[src/rtl/alu_flag_pkg.sv]
package alu_flag_pkg;

    typedef enum logic [3:0] {
        OP_AND = 4'd0,
        OP_ORR = 4'd1,
        OP_EOR = 4'd2,
        OP_MOV = 4'd3,
        OP_ADD = 4'd4,
        OP_SUB = 4'd5,
        OP_RSB = 4'd6,
        OP_TST = 4'd7,
        OP_TEQ = 4'd8,
        OP_CMP = 4'd9
    } alu_op_e;

    typedef enum logic [1:0] {
        SH_LSL = 2'd0,
        SH_LSR = 2'd1,
        SH_ASR = 2'd2,
        SH_ROR = 2'd3
    } shift_kind_e;

    typedef enum logic [1:0] {
        BW_AND  = 2'd0,
        BW_ORR  = 2'd1,
        BW_EOR  = 2'd2,
        BW_PASS = 2'd3
    } bitwise_fn_e;

    typedef struct packed {
        logic n;
        logic z;
        logic c;
        logic v;
    } flags_t;

    function automatic logic op_is_arith(input logic [3:0] op);
        return (op == OP_ADD) || (op == OP_SUB) || (op == OP_RSB) || (op == OP_CMP);
    endfunction

    function automatic logic op_is_bitwise(input logic [3:0] op);
        return (op == OP_AND) || (op == OP_ORR) || (op == OP_EOR) ||
               (op == OP_MOV) || (op == OP_TST) || (op == OP_TEQ);
    endfunction

    function automatic logic op_writes(input logic [3:0] op);
        return (op == OP_AND) || (op == OP_ORR) || (op == OP_EOR) || (op == OP_MOV) ||
               (op == OP_ADD) || (op == OP_SUB) || (op == OP_RSB);
    endfunction

endpackage

[src/rtl/alu_shifter.sv]
module alu_shifter
    import alu_flag_pkg::*;
#(
    parameter int WIDTH = 32,
    localparam int SHW  = $clog2(WIDTH)
) (
    input  logic [WIDTH-1:0] val_i,
    input  shift_kind_e      kind_i,
    input  logic [SHW-1:0]   amt_i,
    input  logic             c_in_i,
    output logic [WIDTH-1:0] val_o,
    output logic             c_o
);

    localparam logic [SHW:0]     FULL = (SHW+1)'(WIDTH);
    localparam logic [WIDTH-1:0] ONE  = WIDTH'(1);

    logic [SHW:0]     back_amt;
    logic [SHW-1:0]   amt_m1;
    logic [WIDTH-1:0] lsl_v;
    logic [WIDTH-1:0] lsr_v;
    logic [WIDTH-1:0] asr_v;
    logic [WIDTH-1:0] ror_v;
    logic             left_out;
    logic             right_out;

    assign back_amt  = FULL - {1'b0, amt_i};
    assign amt_m1    = amt_i - 1'b1;
    assign lsl_v     = val_i << amt_i;
    assign lsr_v     = val_i >> amt_i;
    assign asr_v     = WIDTH'($signed(val_i) >>> amt_i);
    assign ror_v     = lsr_v | (val_i << back_amt);
    // last bit pushed past the top, or past the bottom
    assign left_out  = |(val_i & (ONE << back_amt));
    assign right_out = |(val_i & (ONE << amt_m1));

    always_comb begin
        if (amt_i == '0) begin
            val_o = val_i;
            c_o   = c_in_i;
        end else begin
            unique case (kind_i)
                SH_LSL: begin
                    val_o = lsl_v;
                    c_o   = left_out;
                end
                SH_LSR: begin
                    val_o = lsr_v;
                    c_o   = right_out;
                end
                SH_ASR: begin
                    val_o = asr_v;
                    c_o   = right_out;
                end
                default: begin
                    val_o = ror_v;
                    c_o   = ror_v[WIDTH-1];
                end
            endcase
        end
    end

endmodule

[src/rtl/alu_adder.sv]
module alu_adder #(
    parameter int WIDTH = 32
) (
    input  logic [WIDTH-1:0] x_i,
    input  logic [WIDTH-1:0] y_i,
    input  logic             cin_i,
    output logic [WIDTH-1:0] sum_o,
    output logic             c_top_in_o,
    output logic             c_out_o
);

    logic [WIDTH:0] cy;

    // generate / propagate carry chain; exposes carry into the top bit
    always_comb begin
        cy[0] = cin_i;
        for (int k = 0; k < WIDTH; k++) begin
            sum_o[k]  = x_i[k] ^ y_i[k] ^ cy[k];
            cy[k+1]   = (x_i[k] & y_i[k]) | ((x_i[k] ^ y_i[k]) & cy[k]);
        end
    end

    assign c_top_in_o = cy[WIDTH-1];
    assign c_out_o    = cy[WIDTH];

endmodule

[src/rtl/alu_bitwise.sv]
module alu_bitwise
    import alu_flag_pkg::*;
#(
    parameter int WIDTH = 32
) (
    input  logic [WIDTH-1:0] x_i,
    input  logic [WIDTH-1:0] y_i,
    input  bitwise_fn_e      fn_i,
    output logic [WIDTH-1:0] z_o
);

    always_comb begin
        unique case (fn_i)
            BW_AND:  z_o = x_i & y_i;
            BW_ORR:  z_o = x_i | y_i;
            BW_EOR:  z_o = x_i ^ y_i;
            default: z_o = y_i;
        endcase
    end

endmodule

[src/rtl/alu_flag_unit.sv]
module alu_flag_unit
    import alu_flag_pkg::*;
#(
    parameter int WIDTH = 32,
    localparam int SHW  = $clog2(WIDTH)
) (
    input  logic             clk,
    input  logic             rst_n,
    input  logic [3:0]       op_i,
    input  logic [WIDTH-1:0] a_i,
    input  logic [WIDTH-1:0] b_i,
    input  logic [1:0]       sh_type_i,
    input  logic [SHW-1:0]   sh_amt_i,
    input  logic             set_flags_i,
    input  logic             c_in_i,
    output logic [WIDTH-1:0] result_o,
    output logic             wr_en_o,
    output logic             n_o,
    output logic             z_o,
    output logic             c_o,
    output logic             v_o
);

    typedef struct packed {
        flags_t flags;
    } state_t;

    state_t st_d, st_q;

    logic [WIDTH-1:0] b_sh;
    logic             sh_carry;
    logic [WIDTH-1:0] add_x, add_y, add_sum;
    logic             add_cin, add_c_top, add_cout;
    bitwise_fn_e      bw_fn;
    logic [WIDTH-1:0] bw_out;
    logic             is_arith, is_bitwise;

    alu_shifter #(.WIDTH(WIDTH)) u_shift (
        .val_i  (b_i),
        .kind_i (shift_kind_e'(sh_type_i)),
        .amt_i  (sh_amt_i),
        .c_in_i (c_in_i),
        .val_o  (b_sh),
        .c_o    (sh_carry)
    );

    alu_adder #(.WIDTH(WIDTH)) u_add (
        .x_i        (add_x),
        .y_i        (add_y),
        .cin_i      (add_cin),
        .sum_o      (add_sum),
        .c_top_in_o (add_c_top),
        .c_out_o    (add_cout)
    );

    alu_bitwise #(.WIDTH(WIDTH)) u_bw (
        .x_i  (a_i),
        .y_i  (b_sh),
        .fn_i (bw_fn),
        .z_o  (bw_out)
    );

    assign is_arith   = op_is_arith(op_i);
    assign is_bitwise = op_is_bitwise(op_i);

    always_comb begin
        // adder operand routing: subtraction as x + ~y + 1
        add_x   = a_i;
        add_y   = b_sh;
        add_cin = 1'b0;
        unique case (op_i)
            OP_SUB, OP_CMP: begin
                add_y   = ~b_sh;
                add_cin = 1'b1;
            end
            OP_RSB: begin
                add_x   = b_sh;
                add_y   = ~a_i;
                add_cin = 1'b1;
            end
            default: ;
        endcase

        unique case (op_i)
            OP_ORR:         bw_fn = BW_ORR;
            OP_EOR, OP_TEQ: bw_fn = BW_EOR;
            OP_MOV:         bw_fn = BW_PASS;
            default:        bw_fn = BW_AND;
        endcase

        if (is_arith) begin
            result_o = add_sum;
        end else if (is_bitwise) begin
            result_o = bw_out;
        end else begin
            result_o = '0;
        end
        wr_en_o = op_writes(op_i);

        st_d = st_q;
        if (set_flags_i && (is_arith || is_bitwise)) begin
            st_d.flags.n = result_o[WIDTH-1];
            st_d.flags.z = (result_o == '0);
            if (is_arith) begin
                st_d.flags.c = add_cout;
                st_d.flags.v = add_c_top ^ add_cout;
            end else begin
                st_d.flags.c = sh_carry;
            end
        end
    end

    always_ff @(posedge clk or negedge rst_n) begin
        if (!rst_n) begin
            st_q <= '0;
        end else begin
            st_q <= st_d;
        end
    end

    assign n_o = st_q.flags.n;
    assign z_o = st_q.flags.z;
    assign c_o = st_q.flags.c;
    assign v_o = st_q.flags.v;

endmodule

[config.mk]
export PLATFORM = sky130hd
export DESIGN_NAME = alu_flag_unit
export DESIGN_NICKNAME = d
export VERILOG_FILES = /design/src/rtl/alu_flag_pkg.sv /design/src/rtl/alu_shifter.sv /design/src/rtl/alu_adder.sv /design/src/rtl/alu_bitwise.sv /design/src/rtl/alu_flag_unit.sv
export SDC_FILE = /design/constraint.sdc
export NUM_CORES = 1
export LEC_CHECK = 0
export ABC_AREA = 1
export BUFFER_PORTS_ARGS = -buffer_cell sky130_fd_sc_hd__clkbuf_2
export CORE_MARGIN = 4
export CORE_UTILIZATION = 50
export DETAILED_ROUTE_END_ITERATION = 8
export PLACE_DENSITY = 0.72
export SYNTH_ARGS = -nofsm -noshare
export SYNTH_HDL_FRONTEND = slang
export SYNTH_HIERARCHICAL = 1
export SYNTH_SLANG_ARGS = --single-unit
[constraint.sdc]
create_clock -name clk -period 17.1 [get_ports clk]
set_input_delay 0.855 -clock clk [delete_from_list [all_inputs] [get_ports clk]]
set_output_delay 0.855 -clock clk [all_outputs]
set_load 0.01 [all_outputs]
==> results.tsv <==
stage	metric	value	unit
critical_path	Crit path required time	16250	ps
synthesis	mean post-synth cell area	5.168	um^2
synthesis	synthesized instance count	2155	
sta	fin crit share	97.19	%
layout	Fill cells	2400	
layout	n_diodes	0	
die	die width	157.2	um
synthesis	largest family of logic cells by synthesized area	simple AND/OR/NAND/NOR gates	
die	Initial Utilization	50.87	%
sta	highest clock rate	0.06017	GHz
synthesis	Net Count, Synth	2340	
drt	first-pass detailed-route iteration total	7	
clock_tree	H-tree level count	1	
synthesis	Distinct cells, synth	54	
global_route	largest net degree at the start of global routing	94	
layout	P&R area growth vs syn	7.213	%
drt	DR iter-0 viols	2196	
critical_path	critical path's largest stage delay	480	ps
drt	WL final	53.41	mm
power	P per Cell Area	45.99	mW/mm^2
die	Core Rows	54	
sta	Slew Viols, Final	0	
power	combinational power share	91.0	%
drt	WL met2	22.84	mm
synthesis	synth warn	6	
critical_path	Worst Setup Start Kind	primary input	
clock_tree	deepest clock path buffer count	2	
place	DP HPWL	41.84	mm
clock_tree	clk sinks	4	
sta	Slew @ Worst Pin	1111	ps
drt	Post-DRT Antenna Nets	0	
sta	fin crit period	16620	ps
synthesis	Post-Synth XOR/XNOR Area	0.1573	%
die	# IOs	116	
place	port bufs	115	
sta	skew final	0	ps
global_route	global-route wire length before repair	78.97	mm
synthesis	Seq cells post-synth	4	
synthesis	EDFF count, synth	0	
clock_tree	clock latency on the worst-skew pair	220	ps
power	Int Pwr	198.8	uW
power	clock network fraction of total power	6.7	%
sta	final-report hold violation count	0	
layout	share of post-route cells with drive strength above 1	12.07	%
global_route	antenna violations before repair	1	
layout	Final nets	2382	
layout	post-layout util	54.54	%
power	P_sw	350.4	uW
clock_tree	Num CTS Buffers	3	
clock_tree	root buffer cell	clkbuf_16	
drt	wire length per cell	21.58	um
global_route	total gr overflow	0	
synthesis	post-synthesis compound-gate area fraction	22.54	%
synthesis	Area contributors post-synth	nand2_1, nand3_1, inv_1	
synthesis	ys async rst share	100.0	%
synthesis	Synth top area share	26.49	%
sta	relative slew slack	25.91	%
sta	setup violators final	0	
critical_path	Critical Path Sink Type	output pin	
power	part of the power in registers	2.3	%
die	die area	0.02473	mm^2
die	Die Ht	157.2	um
layout	final instance area	0.01194	mm^2
outcome	status	complete, no violations	
drt	DRC	0	
power	leakage	6.389	nW
synthesis	Mapped Area	0.01114	mm^2
synthesis	synthesized-area fraction occupied by adder cells	14.07	%
clock_tree	hold bufs inserted after CTS	0	
drt	Vias/cell	6.116	
critical_path	most used cell, CP	fa_1	
sta	Hold Slack	425.3	ps
place	Final GP Congestion	1.104	
synthesis	multiplexer share of the synthesized area	0.6291	%
global_route	GRT Overall Usage	41.39	%
sta	Final TNS setup	0	ps
die	core footprint	0.02189	mm^2
synthesis	Top FF cell, synth	dfrtp_1	
power	total power	549.2	uW
synthesis	post-synthesis sequential area ratio	0.8988	%
run	Max Cap Viol	0	
power	Max VDD drop	0.00003111	V
critical_path	Critical Path AT	15770	ps
global_route	vias in the first global route	13290	
drt	Metal-1 WL	21.33	mm
critical_path	crit-path max FO	24	
drt	Max Used Layer	met5	
drt	met3 WL post-DR	6.543	mm
worst_hold_path	Worst Hold Class	in2async	
synthesis	post-synth top area cell	nand2_1	
clock_tree	TritonCTS clock tree	built	
critical_path	Setup CP Type	in2out	
clock_tree	clock transition at the registers of the reported paths	30	ps
drt	Vias	15140	
power	Sw Ratio	63.80	%
place	placed cell area	0.01177	mm^2
synthesis	post-synthesis simple-gate area fraction	45.38	%
critical_path	CP max-delay cell	fa_1	
-- state kept, by name, indices dropped and copies added, names as in the netlist --
| signal | count |
|---|---|
| c_o | 1 |
| n_o | 1 |
| v_o | 1 |
| z_o | 1 |
-- per-layer routing --
layer,vias to the layer above,track usage (%)
met1,6863,57.25
met3,158,7.561
met4,2,17.00
met2,1032,63.42
met5,-,0
li1,7083,-
-- critical path: cells and delay by family --
family	cells	cell delay, ps
adders and majority gates	32	12190
buffers and inverters	11	1030
AOI/OAI and AO/OA	8	1180
and+or+nand+nor	5	480
-- cell type report --
type	instances	area [um^2]	area share, %
multi-input cells	1735	9281	77.73
repair buffers	174	1076	9.012
inverters	279	1057	8.855
well taps	280	350.3	2.934
flip-flops and latches	4	100.1	0.8383
clock buffers	3	75.07	0.6287
-- logic make-up (layout without fill, tap and decap cells) --
group / Yosys count / in the layout
AOI/OAI and AO/OA: 419 / 419
xor gates and xnor gates: 2 / 2
adders and majority gates: 106 / 106
buffers and inverters: 416 / 456
DFF: 4 / 4
muxes: 7 / 7
and+or+nand+nor: 1201 / 1201
-- through the flow --
stage	cells	setup WS, ps
after CTS	2473	26.44
after floorplan	2155	806.8
after detailed placement	2470	86.73
final	2475	479.8
after global placement	2470	330.0
after global routing	2475	-3.965
-- Yosys cell counts, types with 3 or more instances --
| cell type | instances |
|---|---|
| o31ai_1 | 3 |
| dfrtp_1 | 4 |
| buf_2 | 51 |
| clkbuf_1 | 40 |
| nand2_2 | 13 |
| nor4_1 | 3 |
| ha_1 | 74 |
| nor2_4 | 3 |
| o21ai_1 | 106 |
| buf_4 | 15 |
| nor2_1 | 107 |
| mux2i_1 | 7 |
| clkinv_1 | 3 |
| nand4_1 | 40 |
| nor2_2 | 10 |
| o22ai_1 | 4 |
| or2_1 | 11 |
| a22oi_1 | 4 |
| buf_6 | 18 |
| nand3_1 | 214 |
| inv_1 | 250 |
| o21a_1 | 22 |
| inv_2 | 25 |
| o21ai_2 | 13 |
| a21oi_1 | 58 |
| fa_1 | 32 |
| o221ai_1 | 35 |
| o21ai_0 | 116 |
| nand2_1 | 786 |
| nor3_1 | 4 |
| a31oi_1 | 4 |
| buf_1 | 13 |
| o211ai_1 | 40 |
-- layout by cell type, fill, tap and decap left out, types with 3 or more instances in the layout --
master     instances
ha_1              74
nand3_1          213
o21ai_2           15
o22ai_1            4
nand2_1          785
fa_2               7
dfrtp_1            4
nor2_2            10
buf_12             3
clkbuf_16          4
a31oi_1            4
nor4_1             3
o21ai_0          114
or2_1             11
a21oi_1           56
fa_1              25
nor2_1           106
nor3_1             4
nand2_2           14
inv_1            250
o21a_1            22
a21oi_2            4
buf_4             55
o211ai_1          40
nor2_4             4
a22oi_1            3
o31ai_1            3
o221ai_1          35
clkbuf_2         114
mux2i_1            7
nand4_1           40
o21ai_1          105
clkinv_1           3
inv_2             23
-- worst paths after layout --
check,start,to,slack [ps],depth (start not counted)
max,sh_amt_i[0],result_o[31],480,56
min,rst_n,z_o,430,1
max reg2reg,n_o,n_o,16420,2
min reg2reg,z_o,z_o,490,2
max in group asynchronous,rst_n,c_o,16550,1
min in group clk,z_o,z_o,490,2
-- power groups by stage --
stage / Sequential [mW] / Combinational [mW] / Clock [mW]
after CTS: 0.0125 / 0.479 / 0.0371
after global placement: 0.0125 / 0.469 / 0
final: 0.0125 / 0.500 / 0.0367
after global routing: 0.0127 / 0.548 / 0.0382
after detailed placement: 0.0126 / 0.477 / 0
after floorplan: 0.0135 / 0.320 / 0
-- timing repair --
item                       4_1_cts  5_1_grt
setup buffers                    0        1
setup endpoints to repair        0        4
gates resized for setup          0       22
No activity file was read; power rests on OpenSTA's default activity.
